$ cat config.mk
export PLATFORM = sky130hd
export DESIGN_NAME = gcd_sub_fsmd
export DESIGN_NICKNAME = d
export VERILOG_FILES = /design/src/rtl/gcd_sub_fsmd.sv
export SDC_FILE = /design/constraint.sdc
export NUM_CORES = 1
export LEC_CHECK = 0
export BUFFER_PORTS_ARGS = -buffer_cell sky130_fd_sc_hd__buf_4
export CELL_PAD_IN_SITES_DETAIL_PLACEMENT = 1
export CELL_PAD_IN_SITES_GLOBAL_PLACEMENT = 1
export CORE_MARGIN = 2
export CORE_UTILIZATION = 38
export DETAILED_ROUTE_END_ITERATION = 12
export PLACE_DENSITY = 0.73
export SETUP_SLACK_MARGIN = 0.1
export SLEW_MARGIN = 20
export SYNTH_ARGS = -nofsm -noshare
export SYNTH_HDL_FRONTEND = slang
export SYNTH_SLANG_ARGS = --single-unit
$ cat constraint.sdc
create_clock -name clk -period 2.4 [get_ports clk]
set_clock_uncertainty 0.2 [all_clocks]
set_input_delay 0.48 -clock clk [delete_from_list [all_inputs] [get_ports clk]]
set_output_delay 0.48 -clock clk [all_outputs]
set_load 0.02 [all_outputs]
$ cat src/rtl/gcd_sub_fsmd.sv
module gcd_sub_fsmd #(
  parameter int W = 8
) (
  input  logic         clk,
  input  logic         rst,
  input  logic         start,
  input  logic [W-1:0] opa,
  input  logic [W-1:0] opb,
  output logic [W-1:0] result
);

  localparam logic [3:0] S_INIT  = 4'b0000;
  localparam logic [3:0] S_WAIT  = 4'b0001;
  localparam logic [3:0] S_WJOIN = 4'b0010;
  localparam logic [3:0] S_LDA   = 4'b0011;
  localparam logic [3:0] S_LDB   = 4'b0100;
  localparam logic [3:0] S_NEQ   = 4'b0101;
  localparam logic [3:0] S_LT    = 4'b0110;
  localparam logic [3:0] S_SUBB  = 4'b0111;
  localparam logic [3:0] S_SUBA  = 4'b1000;
  localparam logic [3:0] S_IFJ   = 4'b1001;
  localparam logic [3:0] S_LPJ   = 4'b1010;
  localparam logic [3:0] S_LDD   = 4'b1011;
  localparam logic [3:0] S_OUTJ  = 4'b1100;

  logic [3:0]   st, st_nxt;
  logic [W-1:0] a_q, b_q, d_q;
  logic         a_pick, b_pick, a_ld, b_ld, d_ld;
  logic         ne_flag, lt_flag;

  assign ne_flag = (a_q != b_q);
  assign lt_flag = (a_q < b_q);
  assign result  = d_q;

  always_comb begin
    st_nxt = S_INIT;
    a_pick = 1'b0;
    b_pick = 1'b0;
    a_ld   = 1'b0;
    b_ld   = 1'b0;
    d_ld   = 1'b0;
    case (st)
      S_INIT:  st_nxt = S_WAIT;
      S_WAIT:  st_nxt = start ? S_LDA : S_WJOIN;
      S_WJOIN: st_nxt = S_WAIT;
      S_LDA:   begin st_nxt = S_LDB; a_ld = 1'b1; end
      S_LDB:   begin st_nxt = S_NEQ; b_ld = 1'b1; end
      S_NEQ:   st_nxt = ne_flag ? S_LT : S_LDD;
      S_LT:    st_nxt = lt_flag ? S_SUBB : S_SUBA;
      S_SUBB:  begin st_nxt = S_IFJ; b_pick = 1'b1; b_ld = 1'b1; end
      S_SUBA:  begin st_nxt = S_IFJ; a_pick = 1'b1; a_ld = 1'b1; end
      S_IFJ:   st_nxt = S_LPJ;
      S_LPJ:   st_nxt = S_NEQ;
      S_LDD:   begin st_nxt = S_OUTJ; d_ld = 1'b1; end
      S_OUTJ:  st_nxt = S_INIT;
      default: st_nxt = S_INIT;
    endcase
  end

  always_ff @(posedge clk) begin
    if (rst) begin
      st  <= S_INIT;
      a_q <= '0;
      b_q <= '0;
      d_q <= '0;
    end else begin
      st <= st_nxt;
      if (a_ld) a_q <= a_pick ? (a_q - b_q) : opa;
      if (b_ld) b_q <= b_pick ? (b_q - a_q) : opb;
      if (d_ld) d_q <= a_q;
    end
  end

  a_r1_reset_clears: assert property (@(posedge clk) rst |=> (result == '0 && st == S_INIT));
  a_r2_idle_loops: assert property (@(posedge clk) disable iff (rst)
    (st == S_WAIT && !start) |=> (st == S_WJOIN && $stable(result)));
  a_r3_equal_at_load: assert property (@(posedge clk) disable iff (rst)
    (st == S_LDD) |-> (a_q == b_q));
  a_r4_sub_no_wrap: assert property (@(posedge clk) disable iff (rst)
    (st == S_SUBB) |-> (a_q < b_q));
  a_r5_result_only_on_load: assert property (@(posedge clk) disable iff (rst)
    (st != S_LDD) |=> $stable(result));
  a_r6_capture_opa: assert property (@(posedge clk) disable iff (rst)
    (st == S_LDA) |=> (a_q == $past(opa)));
  a_r9_sample_only_in_wait: assert property (@(posedge clk) disable iff (rst)
    (st != S_WAIT && st != S_OUTJ) |=> (st != S_LDA));

endmodule

======== Word level (Yosys, flattened, before mapping) ========
Index checks and enable logic that the tools add are counted.
word-level totals
  word-level logic and storage cells ...... 36
  output and inout port bits .............. 8
  register bits after elaboration ......... 28
  input port bits ......................... 19
operators by class
  reductions and logical operators ........ 6
  eq/ne operators ......................... 12
  multiplexer cells ....................... 11
  add/sub/neg operators ................... 2
  order comparisons ....................... 1
operators with widths
  cell                                                                   number
  4-bit one-hot mux with 9 select lines                                  1
  4-bit by 3-bit equality test with 1-bit output, second input constant  4
  4-bit equality test, second input constant                             4
  8-bit 2-to-1 mux                                                       2
  8-bit subtractor                                                       2
  2-bit OR reduction                                                     5
  4-bit by 2-bit equality test with 1-bit output, second input constant  2
  8-bit less-than comparator                                             1
  4-bit 2-to-1 mux                                                       2
  8-bit != test                                                          1
  1-bit 2-to-1 mux                                                       6
  4-bit by 1-bit equality test with 1-bit output, second input constant  1
  4-bit zero test                                                        1

======== Logic depth before layout (Yosys ltp) ========
  depth in word-level cells ............... 3
  depth in mapped cells ................... 8
  mapped depth without buffers ............ 8

======== Worst setup path before layout ========
No wires, ideal clock.
  path kind ............................... register to register
  start ................................... reg a_q[0]
  end ..................................... reg a_q[6]
  path buffers ............................ 0
  stages on the path, launching flop included .. 9
  setup time .............................. 138 ps
  slack ................................... 55 ps
  arrival time ............................ 2007 ps
  period minus slack after synthesis ...... 2345 ps
  data required time ...................... 2062 ps
  cells stage by stage .................... dfxtp_1 > inv_1 > ha_1 > fa_1 > nand2b_2 > a211oi_1 > mux2_2 > a31oi_1 > a211oi_1
between the ends
  longest elaborated chain between the ends .. 2
RTL lines
  what                    line  source
  start, declared         27    logic [W-1:0] a_q, b_q, d_q;
  start signal, assigned  68    if (a_ld) a_q <= a_pick ? (a_q - b_q) : opa;
  8-bit subtractor        68
  8-bit 2-to-1 mux        68
No other way between the ends.
A chain may end at the register's enable or synchronous reset.

======== Worst setup path after layout ========
  start ................................... reg a_q[0]
  end ..................................... reg b_q[6]
between the ends
  longest elaborated chain between the ends .. 2
RTL lines
  what                  line  source
  8-bit subtractor      69    if (b_ld) b_q <= b_pick ? (b_q - a_q) : opb;
  8-bit 2-to-1 mux      69
  end signal, assigned  69
  end, declared         27
No other way between the ends.

==> results_dict.tcl <==
set metrics [dict create \
    max_freq_ghz 0.438 \
    ys_ff_latch 28 \
    cp.required_ps 2420 \
    slowest_delay_ps 410 \
    die_w_um 77.9 \
    power.density_mw_per_mm2 492 \
    netlist_area_mm2 0.00208 \
    grt_pass1_wl_um 10300 \
    setup_slack_ps 116 \
    yosysSeqAreaShare_pct 27.0 \
    final_common_cell "buf_4" \
    cp_max_fo 3 \
    drive_above_1_share_pct 28.4 \
    htreeDepth 1 \
    die_h_um 77.9 \
    post-place-ws_ps 29.6 \
    p_int_w 0.000909 \
    min_period_over_period_pct 95.2 \
    overflow 0 \
    design.core.area_mm2 0.00520 \
    synthCells 272 \
    yosysUniqueCellTypes 49 \
    area_delta_synth_final_pct 28.1 \
    ioPinCount 27 \
    dpl.hpwl_um 4510 \
    antenna_found_initial 0 \
    rows 26 \
    gp_congestion 0.833 \
    setup_tns_ps 0 \
    power.share.sequential_pct 38.1 \
    yosysTopAreaCellShare_pct 27.0 \
    cp-start-kind "flop" \
    async_reset_ff_share_pct 0 \
    io_buffers 26 \
    clock_latency_ps 290 \
    synth_xor_area_share_pct 1.27 \
    slew_headroom_pct 69.6 \
    worst_ep_arrival_time_ps 2300 \
    synth_top_family_by_area "compound AO/OA/AOI/OAI gates" \
    synth_mux_area_share_pct 5.36 \
    finalCriticalPeriod_ps 2280 \
    hold_viol 0 \
    synth_ff_type "dfxtp_1" \
    drtPass1Iterations 4 \
    nets 347 \
    synth.area.top_cells "dfxtp_1 (27%), ha_1 (9.0%), a21oi_1 (6.3%)" \
    drtIter0Drc 65 \
    yosys_warnings 0 \
    vias 2091 \
    synth_compound_area_share_pct 25.1 \
    synth_edf_count 0 \
    cts.sinks 28 \
    drv_cap 0 \
    initial_utilization_pct 39.9 \
    grt_usage_pct 20.8 \
    crit_slowest_cell "or4_1" \
    synthAdderAreaFrac_pct 11.0 \
    critical_path.cell_chain "buf_4 > ha_2 > fa_2 > nand2b_4 > a21oi_2 > o22ai_1 > or4_1 > o211ai_1" \
    cts_buffer_depth 2 \
    p_leak_nw 1.03 \
    grt_pass1_vias 2175 \
    drtAntennaViolNets 0 \
    syn_area_per_cell_um2 7.64 \
    reg2reg_depth 8 \
    synth-simple-area-share_pct 23.3 \
    synth_top_area_cell "dfxtp_1" \
    drv_slew 0 \
    drt_wl_total_um 6050 \
    final_cell_mix "buf_4 (51), nand2_1 (31), nor2_1 (26)" \
    path_clk_slew_ps 110 \
    tightestPinTransition_ps 453 \
    ir_worst_vdd_v 0.000369 \
    switchingPower_w 0.000399 \
    comb_power_share_pct 32.1 \
    critPathKind "reg2reg" \
    drcViolationCount 0 \
    syn_nets 308 \
    finalSetupViolations 0 \
    root_buffer "clkbuf_8" \
    endpoint_kind "flop" \
    post_drt_wl_per_cell_um 15.9 \
    hp-class "reg2reg" \
    cts_inserted_buffers 3 \
    diodes 0 \
    rsz0062_at_grt "true" \
    die-area_mm2 0.00607 \
    power_w 0.00131 \
    swShare_pct 30.5 \
    status "finished clean" \
    hold_path_depth 2 \
    vias_per_cell 5.50 \
    grt_start_max_net_pins 26 \
    clock_power_share_pct 29.8 \
    cts_tree "yes" \
]
flip-flops by register name (all words and copies together) (netlist names):
name,cells
st,4
a_q,8
result,8
b_q,8
path summary, 6_finish.rpt:
check	start	to	slack, ps
worst max-delay path	a_q[0]$_SDFFE_PP0P_	b_q[6]$_SDFFE_PP0P_	120
worst min-delay path	result[5]$_SDFFE_PP0N_	result[5]$_SDFFE_PP0N_	260
worst max register to register	a_q[0]$_SDFFE_PP0P_	b_q[6]$_SDFFE_PP0P_	120
worst min register to register	result[5]$_SDFFE_PP0N_	result[5]$_SDFFE_PP0N_	260
synth_stat cells, types with 2 or more instances:
cell / count
or2_2: 3
o21ai_1: 3
nand2b_1: 4
dfxtp_1: 28
xor2_1: 3
nor3_1: 6
ha_1: 15
inv_1: 17
nor2b_1: 5
buf_4: 2
fa_1: 2
o22ai_1: 2
o21ai_0: 15
nor2_1: 26
a211oi_1: 12
mux2i_1: 10
o21a_1: 6
o211ai_1: 4
a21oi_1: 26
or2_1: 2
nand4_1: 3
nor3_2: 2
buf_2: 3
nand2_1: 31
buf_1: 2
o211a_1: 2
clkbuf_1: 9
or3_1: 5
or4b_1: 2
o31a_1: 3
per-stage QoR:
step                instances  util [%]  cell area (µm²)  hold WS, ps
finish                    380      51.1             2660          262
global route              380      51.1             2660          293
CTS                       377      49.5             2580          267
detailed placement        371      46.7             2430          252
global placement          371      46.7             2430          246
floorplan                 272         -             2080          261
power groups by stage:
stage | clock network (W) | registers [W] | logic, W
CTS | 0.000398 | 0.000497 | 0.000390
global route | 0.000413 | 0.000501 | 0.000469
detailed placement | 0 | 0.000507 | 0.000347
floorplan | 0 | 0.000501 | 0.000246
global placement | 0 | 0.000506 | 0.000340
finish | 0.000390 | 0.000498 | 0.000420
worst max-delay path: cells and delay by family (launching register included):
family,cells,cell delay [ps]
fa+ha+maj,2,600
simple gates,2,570
compound gates,3,380
flops,1,340
buf+inv,1,140
timing repair:
item,CTS,global route
resized for setup,16,12
setup buffers,2,3
hold buffers,0,0
endpoints found under the setup margin,5,4
pin swaps,3,2
area by class of cell:
type                       instances  area, µm²
clock inverter                     1       30.0
multi-input combinational        210       1490
tap                               70       87.6
fill                             648       2540
inverter                          17       63.8
timing repair buffer              51        383
sequential                        28        567
clock buffer                       3       41.3
per-layer routing:
layer	part of all wire, %	GRT usage (%)	up-vias
met1	44	26.1	1009
met3	3.7	2.09	8
met2	51	38.3	43
met4	1.1	4.39	0
met5	0	0	-
li1	-	-	1031
logic make-up after synthesis:
| kind of cell | after synthesis |
|---|---|
| AOI/OAI and AO/OA | 82 |
| xor gates and xnor gates | 3 |
| muxes | 11 |
| DFF | 28 |
| and+or+nand+nor | 97 |
| adders and majority gates | 17 |
| buffers and inverters | 34 |
Note: power is estimated with default switching activity, not from simulation.
